## config.mk

```make
export PLATFORM = sky130hd
export DESIGN_NAME = typec_role_ctrl
export DESIGN_NICKNAME = d
export VERILOG_FILES = /design/src/rtl/typec_pkg.sv /design/src/rtl/typec_attach_ctrl.sv /design/src/rtl/typec_term_dp.sv /design/src/rtl/typec_role_ctrl.sv
export SDC_FILE = /design/constraint.sdc
export NUM_CORES = 1
export LEC_CHECK = 0
export BUFFER_PORTS_ARGS = -buffer_cell sky130_fd_sc_hd__buf_2
export CAP_MARGIN = 20
export CORE_AREA = 2 2 54 56
export DETAILED_ROUTE_END_ITERATION = 12
export DIE_AREA = 0 0 56 58
export PLACE_DENSITY = 0.66
export SLEW_MARGIN = 20
export SYNTH_ARGS = -nofsm -noshare
export SYNTH_HDL_FRONTEND = slang
export SYNTH_SLANG_ARGS = --single-unit
```

## constraint.sdc

```tcl
create_clock -name clk -period 1.9 [get_ports clk]
set_clock_uncertainty 0.15 [all_clocks]
set_input_delay 0.095 -clock clk [delete_from_list [all_inputs] [get_ports clk]]
set_output_delay 0.095 -clock clk [all_outputs]
set_load 0.1 [all_outputs]
```

## src/rtl/typec_pkg.sv

```systemverilog
package typec_pkg;

  typedef enum logic [1:0] {
    ROLE_NONE = 2'd0,
    ROLE_SRC  = 2'd1,
    ROLE_SNK  = 2'd2,
    ROLE_DRP  = 2'd3
  } role_e;

  localparam logic [1:0] CC_OPEN = 2'b00;
  localparam logic [1:0] CC_RD   = 2'b01;
  localparam logic [1:0] CC_RA   = 2'b10;

  localparam logic [1:0] TERM_NONE = 2'b00;
  localparam logic [1:0] TERM_PU   = 2'b01;
  localparam logic [1:0] TERM_PD   = 2'b10;

  localparam logic [1:0] LVL_HIGH = 2'b10;

  // Strobes from the attach control to the termination datapath.
  typedef struct packed {
    logic attached;
    logic orientCc1;
  } ctrlStrobe_t;

  function automatic role_e decodeStrap(input logic [1:0] s);
    if (s[1])      return ROLE_DRP;
    else if (s[0]) return ROLE_SRC;
    else           return ROLE_SNK;
  endfunction

  function automatic role_e decodeMode(input logic [1:0] m);
    case (m)
      2'b10:   return ROLE_SRC;
      2'b01:   return ROLE_SNK;
      default: return ROLE_DRP;
    endcase
  endfunction

  function automatic logic [1:0] clampLevel(input logic [1:0] l);
    return (l == 2'b11) ? LVL_HIGH : l;
  endfunction

endpackage

```

## src/rtl/typec_attach_ctrl.sv

```systemverilog
module typec_attach_ctrl
  import typec_pkg::*;
#(
  parameter int DEB_CYCLES = 16
) (
  input  logic        clk,
  input  logic        rstN,
  input  logic        srcActive,
  input  logic [1:0]  ccStat0,
  input  logic [1:0]  ccStat1,
  output ctrlStrobe_t strobe
);

  localparam int CNT_W = $clog2(DEB_CYCLES + 1);
  localparam logic [CNT_W-1:0] CNT_END = CNT_W'(DEB_CYCLES);

  typedef enum logic {ST_UNATT, ST_ATT} attState_e;

  attState_e        state;
  logic             orientQ;
  logic             candOri;
  logic [CNT_W-1:0] cnt;

  logic             rd0, rd1, candNow, oriNow, lineLost;
  logic [CNT_W-1:0] seenNext, lostNext;

  always_comb begin
    rd0      = (ccStat0 == CC_RD);
    rd1      = (ccStat1 == CC_RD);
    candNow  = rd0 ^ rd1;
    oriNow   = rd1;
    lineLost = orientQ ? !rd1 : !rd0;
    seenNext = (cnt != '0 && oriNow == candOri) ? cnt + 1'b1 : CNT_W'(1);
    lostNext = cnt + 1'b1;
  end

  always_ff @(posedge clk or negedge rstN) begin
    if (!rstN) begin
      state   <= ST_UNATT;
      orientQ <= 1'b0;
      candOri <= 1'b0;
      cnt     <= '0;
    end else if (!srcActive) begin
      state <= ST_UNATT;
      cnt   <= '0;
    end else if (state == ST_UNATT) begin
      if (candNow) begin
        candOri <= oriNow;
        if (seenNext == CNT_END) begin
          state   <= ST_ATT;
          orientQ <= oriNow;
          cnt     <= '0;
        end else begin
          cnt <= seenNext;
        end
      end else begin
        cnt <= '0;
      end
    end else begin
      if (lineLost) begin
        if (lostNext == CNT_END) begin
          state <= ST_UNATT;
          cnt   <= '0;
        end else begin
          cnt <= lostNext;
        end
      end else begin
        cnt <= '0;
      end
    end
  end

  assign strobe.attached  = (state == ST_ATT);
  assign strobe.orientCc1 = orientQ;

  // the debounce counter never passes its end value
  assert_cnt_bound_R7: assert property (@(posedge clk) disable iff (!rstN)
    cnt <= CNT_END);

  // entering attached needs exactly one pull-down on the previous sample
  assert_attach_after_single_rd_R7: assert property (@(posedge clk) disable iff (!rstN)
    $rose(strobe.attached) |-> $past((ccStat0 == CC_RD) ^ (ccStat1 == CC_RD)));

  // no attach straight out of a both-pull-down or both-load sample
  assert_no_attach_on_pair_R10: assert property (@(posedge clk) disable iff (!rstN)
    $rose(strobe.attached) |-> !$past((ccStat0 == ccStat1) && (ccStat0 != CC_OPEN)));

  // while still in source role, detach only follows a lost sample
  assert_detach_after_loss_R8: assert property (@(posedge clk) disable iff (!rstN)
    ($fell(strobe.attached) && $past(srcActive)) |->
      $past(strobe.orientCc1 ? (ccStat1 != CC_RD) : (ccStat0 != CC_RD)));

endmodule

```

## src/rtl/typec_term_dp.sv

```systemverilog
module typec_term_dp
  import typec_pkg::*;
#(
  parameter int          ADDR_W   = 8,
  parameter int          DATA_W   = 8,
  parameter logic [7:0]  CFG_ADDR = 8'h0A
) (
  input  logic              clk,
  input  logic              rstN,
  input  logic [1:0]        strapLevel,
  input  logic [1:0]        ccStat0,
  input  logic [1:0]        ccStat1,
  input  logic [1:0]        curPinIn,
  input  logic              regWrEn,
  input  logic [ADDR_W-1:0] regAddr,
  input  logic [DATA_W-1:0] regWrData,
  input  ctrlStrobe_t       strobe,
  output logic              srcActive,
  output logic [1:0]        termSel0,
  output logic [1:0]        termSel1,
  output logic [1:0]        advLevel,
  output logic              attachN,
  output logic              vconnEn0,
  output logic              vconnEn1
);

  localparam int NUM_CC   = 2;
  localparam int KILL_BIT = 0;
  localparam int MODE_LSB = 4;
  localparam int CUR_LSB  = 6;

  logic       roleValid;
  role_e      strapRole;
  logic [1:0] modeFld;
  logic       killTerm;
  logic [1:0] curFld;

  role_e      effRole;
  logic [1:0] regLvl, pinLvl;
  logic       cfgHit;

  logic [1:0] ccArr   [NUM_CC];
  logic [1:0] termArr [NUM_CC];
  logic       vconnArr[NUM_CC];

  assign cfgHit = regWrEn && (regAddr == ADDR_W'(CFG_ADDR));

  always_ff @(posedge clk or negedge rstN) begin
    if (!rstN) begin
      roleValid <= 1'b0;
      strapRole <= ROLE_NONE;
      modeFld   <= 2'b00;
      killTerm  <= 1'b0;
      curFld    <= 2'b00;
    end else begin
      if (!roleValid) begin
        roleValid <= 1'b1;
        strapRole <= decodeStrap(strapLevel);
      end
      if (cfgHit) begin
        killTerm <= regWrData[KILL_BIT];
        modeFld  <= regWrData[MODE_LSB +: 2];
        curFld   <= regWrData[CUR_LSB +: 2];
      end
    end
  end

  always_comb begin
    effRole   = (strapRole == ROLE_DRP) ? decodeMode(modeFld) : strapRole;
    srcActive = roleValid && !killTerm && (effRole == ROLE_SRC);
    regLvl    = clampLevel(curFld);
    pinLvl    = clampLevel(curPinIn);
    advLevel  = !srcActive ? 2'b00 : ((regLvl > pinLvl) ? regLvl : pinLvl);
    attachN   = !(srcActive && strobe.attached);
  end

  assign ccArr[0] = ccStat0;
  assign ccArr[1] = ccStat1;

  for (genvar g = 0; g < NUM_CC; g++) begin : g_cc
    // the line not carrying the sink is the one whose index differs from orientation
    localparam logic OTHER_ORIENT = (g == 0);
    always_comb begin
      if (!roleValid || killTerm)
        termArr[g] = TERM_NONE;
      else if (effRole == ROLE_SRC)
        termArr[g] = TERM_PU;
      else
        termArr[g] = TERM_PD;
      vconnArr[g] = srcActive && strobe.attached &&
                    (strobe.orientCc1 == OTHER_ORIENT) && (ccArr[g] == CC_RA);
    end
  end

  assign termSel0 = termArr[0];
  assign termSel1 = termArr[1];
  assign vconnEn0 = vconnArr[0];
  assign vconnEn1 = vconnArr[1];

  // latched role never changes after sampling
  assert_role_held_R2: assert property (@(posedge clk) disable iff (!rstN)
    roleValid |=> (roleValid && $stable(strapRole)));

  // nothing active before the strap has been sampled
  assert_idle_before_sample_R2: assert property (@(posedge clk) disable iff (!rstN)
    !roleValid |-> (termSel0 == TERM_NONE && termSel1 == TERM_NONE && attachN && !vconnEn0 && !vconnEn1));

  // kill bit removes every termination
  assert_kill_clears_term_R4: assert property (@(posedge clk) disable iff (!rstN)
    killTerm |-> (termSel0 == TERM_NONE && termSel1 == TERM_NONE && attachN));

  // VCONN on line 0 only with a load there and the sink on line 1
  assert_vconn0_side_R9: assert property (@(posedge clk) disable iff (!rstN)
    vconnEn0 |-> (ccStat0 == CC_RA && !attachN && termSel0 == TERM_PU));

  // VCONN on line 1 only with a load there
  assert_vconn1_side_R9: assert property (@(posedge clk) disable iff (!rstN)
    vconnEn1 |-> (ccStat1 == CC_RA && !attachN && termSel1 == TERM_PU));

  // the clamped level code never appears
  assert_adv_clamped_R6: assert property (@(posedge clk) disable iff (!rstN)
    advLevel != 2'b11);

endmodule

```

## src/rtl/typec_role_ctrl.sv

```systemverilog
module typec_role_ctrl
  import typec_pkg::*;
#(
  parameter int         DEB_CYCLES = 16,
  parameter int         ADDR_W     = 8,
  parameter int         DATA_W     = 8,
  parameter logic [7:0] CFG_ADDR   = 8'h0A
) (
  input  logic              clk,
  input  logic              rstN,
  input  logic [1:0]        strapLevel,
  input  logic [1:0]        ccStat0,
  input  logic [1:0]        ccStat1,
  input  logic [1:0]        curPinIn,
  input  logic              regWrEn,
  input  logic [ADDR_W-1:0] regAddr,
  input  logic [DATA_W-1:0] regWrData,
  output logic [1:0]        termSel0,
  output logic [1:0]        termSel1,
  output logic [1:0]        advLevel,
  output logic              attachN,
  output logic              vconnEn0,
  output logic              vconnEn1
);

  ctrlStrobe_t strobe;
  logic        srcActive;

  typec_attach_ctrl #(.DEB_CYCLES(DEB_CYCLES)) u_ctrl (
    .clk       (clk),
    .rstN      (rstN),
    .srcActive (srcActive),
    .ccStat0   (ccStat0),
    .ccStat1   (ccStat1),
    .strobe    (strobe)
  );

  typec_term_dp #(.ADDR_W(ADDR_W), .DATA_W(DATA_W), .CFG_ADDR(CFG_ADDR)) u_dp (
    .clk        (clk),
    .rstN       (rstN),
    .strapLevel (strapLevel),
    .ccStat0    (ccStat0),
    .ccStat1    (ccStat1),
    .curPinIn   (curPinIn),
    .regWrEn    (regWrEn),
    .regAddr    (regAddr),
    .regWrData  (regWrData),
    .strobe     (strobe),
    .srcActive  (srcActive),
    .termSel0   (termSel0),
    .termSel1   (termSel1),
    .advLevel   (advLevel),
    .attachN    (attachN),
    .vconnEn0   (vconnEn0),
    .vconnEn1   (vconnEn1)
  );

endmodule

```

==> flow_summary.json <==
{
  "nFillCells": 225,
  "die_area_sq_um": 3250,
  "setup_ws_ns": -0.120,
  "num_io_pins": 36,
  "synth_edf_count": 0,
  "gp_congestion": 0.836,
  "place_hpwl_mm": 1.73,
  "finalHoldViolations": 0,
  "crit_required_ns": 1.65,
  "nets": 204,
  "hold_depth": 3,
  "netlist_top_cells_count": "dfrtp_1, nor2_1, nand2_1",
  "grt_usage": 0.146,
  "drive_gt1_frac": 0.462,
  "netlist_area_sq_um": 1050,
  "r2r-start": "u_ctrl.cnt[0]",
  "cp-end-kind": "output pin",
  "rows": 19,
  "cts_max_level": 1,
  "cts_root_buf": "clkbuf_4",
  "ant_nets": 0,
  "irDropWorstVdd_mv": 0.294,
  "synth_largest_area_cell": "dfrtp_1",
  "syn_avg_cell_area_sq_um": 9.32,
  "syn_inst": 113,
  "cts_buffers": 3,
  "ys_seq_area_frac": 0.380,
  "met2_usage": 0.266,
  "grt_pass1_vias": 926,
  "fmax_ghz": 0.495,
  "clkTransAtPathRegs_ns": 0.11,
  "initial_utilization": 0.396,
  "maxCapViolCount": 0,
  "run_status": "finished with violations",
  "portBuffers": 32,
  "insertedDiodeCount": 0,
  "worstHoldEndpoint": "u_ctrl.candOri",
  "r2r_end": "u_ctrl.orientQ",
  "syn_nets": 145,
  "drtIter0Drc": 18,
  "vias": 1029,
  "cts_tree": "done",
  "period_minus_slack_ns": 2.02,
  "top_usage_layer": "met2",
  "crit_arrival_ns": 1.77,
  "start_kind": "flip-flop",
  "reg2reg_depth": 5,
  "p_leak_nw": 0.777,
  "routed_wirelength_mm": 2.44,
  "async_flop_share": 1.00,
  "drt_first_pass_iters": 4,
  "antenna_found_initial": 0,
  "drc": 0,
  "syn_to_final_growth_pct": 58.1,
  "finalCritPeriodShare": 1.06,
  "maxSlewViolCount": 0,
  "reg2reg_slack_ns": 0,
  "global_route.usage.met3": 0.0290,
  "grt-ovfl-total": 0,
  "rsz0062_at_grt": "true",
  "power_density_nw_per_um2": 470,
  "violations": "setup timing",
  "ys_ff_latch": 16,
  "grtUsageMet1": 0.174,
  "core-area_sq_um": 2660,
  "power_mw": 0.782,
  "ys_warn_count": 0,
  "insertion_delay_ns": 0.30,
  "die_h_um": 58,
  "setup_viol": 4,
  "worst-path-max-fanout": 2,
  "grt_max_degree": 17,
  "hold_path.class": "in -> reg",
  "ys_types": 40,
  "worstSetupPathType": "reg -> out",
  "vias_per_cell": 5.09,
  "max-clock-path-buffers": 2,
  "yosysMostFrequentCell": "dfrtp_1",
  "fin_util": 0.625,
  "die_width_um": 56,
  "wire_per_inst_um": 12.1,
  "synthTopCellsByArea": "dfrtp_1, ha_1, mux2_2, nor2_1, nand2_1",
  "synth_ff_type": "dfrtp_1",
  "synth_top_area_share": 0.380,
  "grt_pass1_wl_mm": 3.69,
  "cts.sinks": 16,
  "hp-start": "ccStat0[1]"
}
-- cells by family after synthesis --
logic type / count (synthesis) / share of synthesized area
and+or+nand+nor: 49 / 0.259
AOI/OAI and AO/OA: 19 / 0.126
DFF: 16 / 0.380
buffers and inverters: 11 / 0.0534
muxes: 7 / 0.0772
adders and majority gates: 5 / 0.0594
xor gates and xnor gates: 5 / 0.0416
other: 1 / 0.00356
-- registers in the layout (all words and copies together) (netlist names) --
| signal | cells |
|---|---|
| u_ctrl.state | 1 |
| u_ctrl.candOri | 1 |
| u_dp.roleValid | 1 |
| u_dp.modeFld | 2 |
| u_dp.curFld | 2 |
| u_dp.killTerm | 1 |
| u_dp.strapRole | 2 |
| u_ctrl.orientQ | 1 |
| u_ctrl.cnt | 5 |
-- critical path, stage by stage, from the launching register on --
cell     delay (ns)
dfrtp_1        0.41
inv_2          0.07
nand2_2        0.07
ha_4           0.27
inv_2          0.03
o22ai_2        0.14
nand2_1        0.07
o21a_1         0.12
nor2_2         0.12
buf_12         0.19
-- placed cells by master, fill, tap and decap left out, drive strengths merged --
cell         count
buf             49
dfrtp           16
nor2            12
nand2           10
dlygate4sd3      9
mux2             6
inv              6
nor2b            5
nand3            5
clkbuf           5
ha               5
a21oi            4
o21a             3
xnor2            3
nor4b            3
o21ai            3
nand3b           2
xor2             2
or3              2
nand4b           2
nand2b           2
a21o             2
and2             2
a211oi           2
nor3             2
o22ai            1
mux2i            1
or2b             1
a21boi           1
o211a            1
a311oi           1
nor3b            1
o31ai            1
conb             1
-- where the power goes --
| group | switching [mW] | internal [mW] |
|---|---|---|
| Sequential | 0.00895 | 0.351 |
| Clock | 0.121 | 0.117 |
| Combinational | 0.103 | 0.0817 |
-- per-layer routing --
metal | vias to the layer above | routed length (um)
li1 | 507 | -
met1 | 480 | 1010
met2 | 37 | 1260
met3 | 5 | 146
met4 | 0 | 36
met5 | - | 0
-- per-stage QoR --
stage          instances  area, sq um   TNS, ns  hold WS, ns  worst slack (ns)
4_1_cts              198         1610    -0.253       0.0251            -0.155
5_1_grt              202         1670    -0.629       0.0588            -0.204
2_1_floorplan        113         1140     -1.63       -0.351            -0.562
3_3_place_gp         181         1420  -0.00503       -0.127          -0.00503
3_5_place_dp         181         1420   -0.0570       -0.119           -0.0570
6_report             202         1670    -0.331       0.0105            -0.120
-- how the worst max path moves through the flow --
stage	from	end	slack (ns)	cells after the start
global placement	u_ctrl.cnt[0]	u_ctrl.orientQ	-0.005	6
floorplan	u_dp.killTerm	vconnEn1	-0.56	5
detailed placement	u_ctrl.cnt[0]	u_ctrl.orientQ	-0.06	7
finish	u_dp.curFld[1]	advLevel[0]	-0.12	9
CTS	u_dp.curFld[1]	advLevel[0]	-0.16	9
global route	u_dp.curFld[1]	advLevel[0]	-0.20	9
-- repair_timing --
| action | in CTS | in global routing |
|---|---|---|
| resized for setup | 8 | 4 |
| buffers inserted | 4 | 4 |
| endpoints found under the hold margin | 23 | 0 |
| hold buffers | 9 | 0 |
| endpoints found under the setup margin | 4 | 5 |
| pin swaps | 3 | 3 |
-- area by class of cell --
cell class | instances | area [sq um] | share of cell area
inverter | 6 | 35.0 | 0.0210
timing repair buffer | 59 | 454 | 0.273
tap | 31 | 38.8 | 0.0233
multi-input combinational | 86 | 701 | 0.421
sequential | 16 | 400 | 0.240
clock buffer | 4 | 36.3 | 0.0218
No activity file was read; power rests on OpenSTA's default activity.
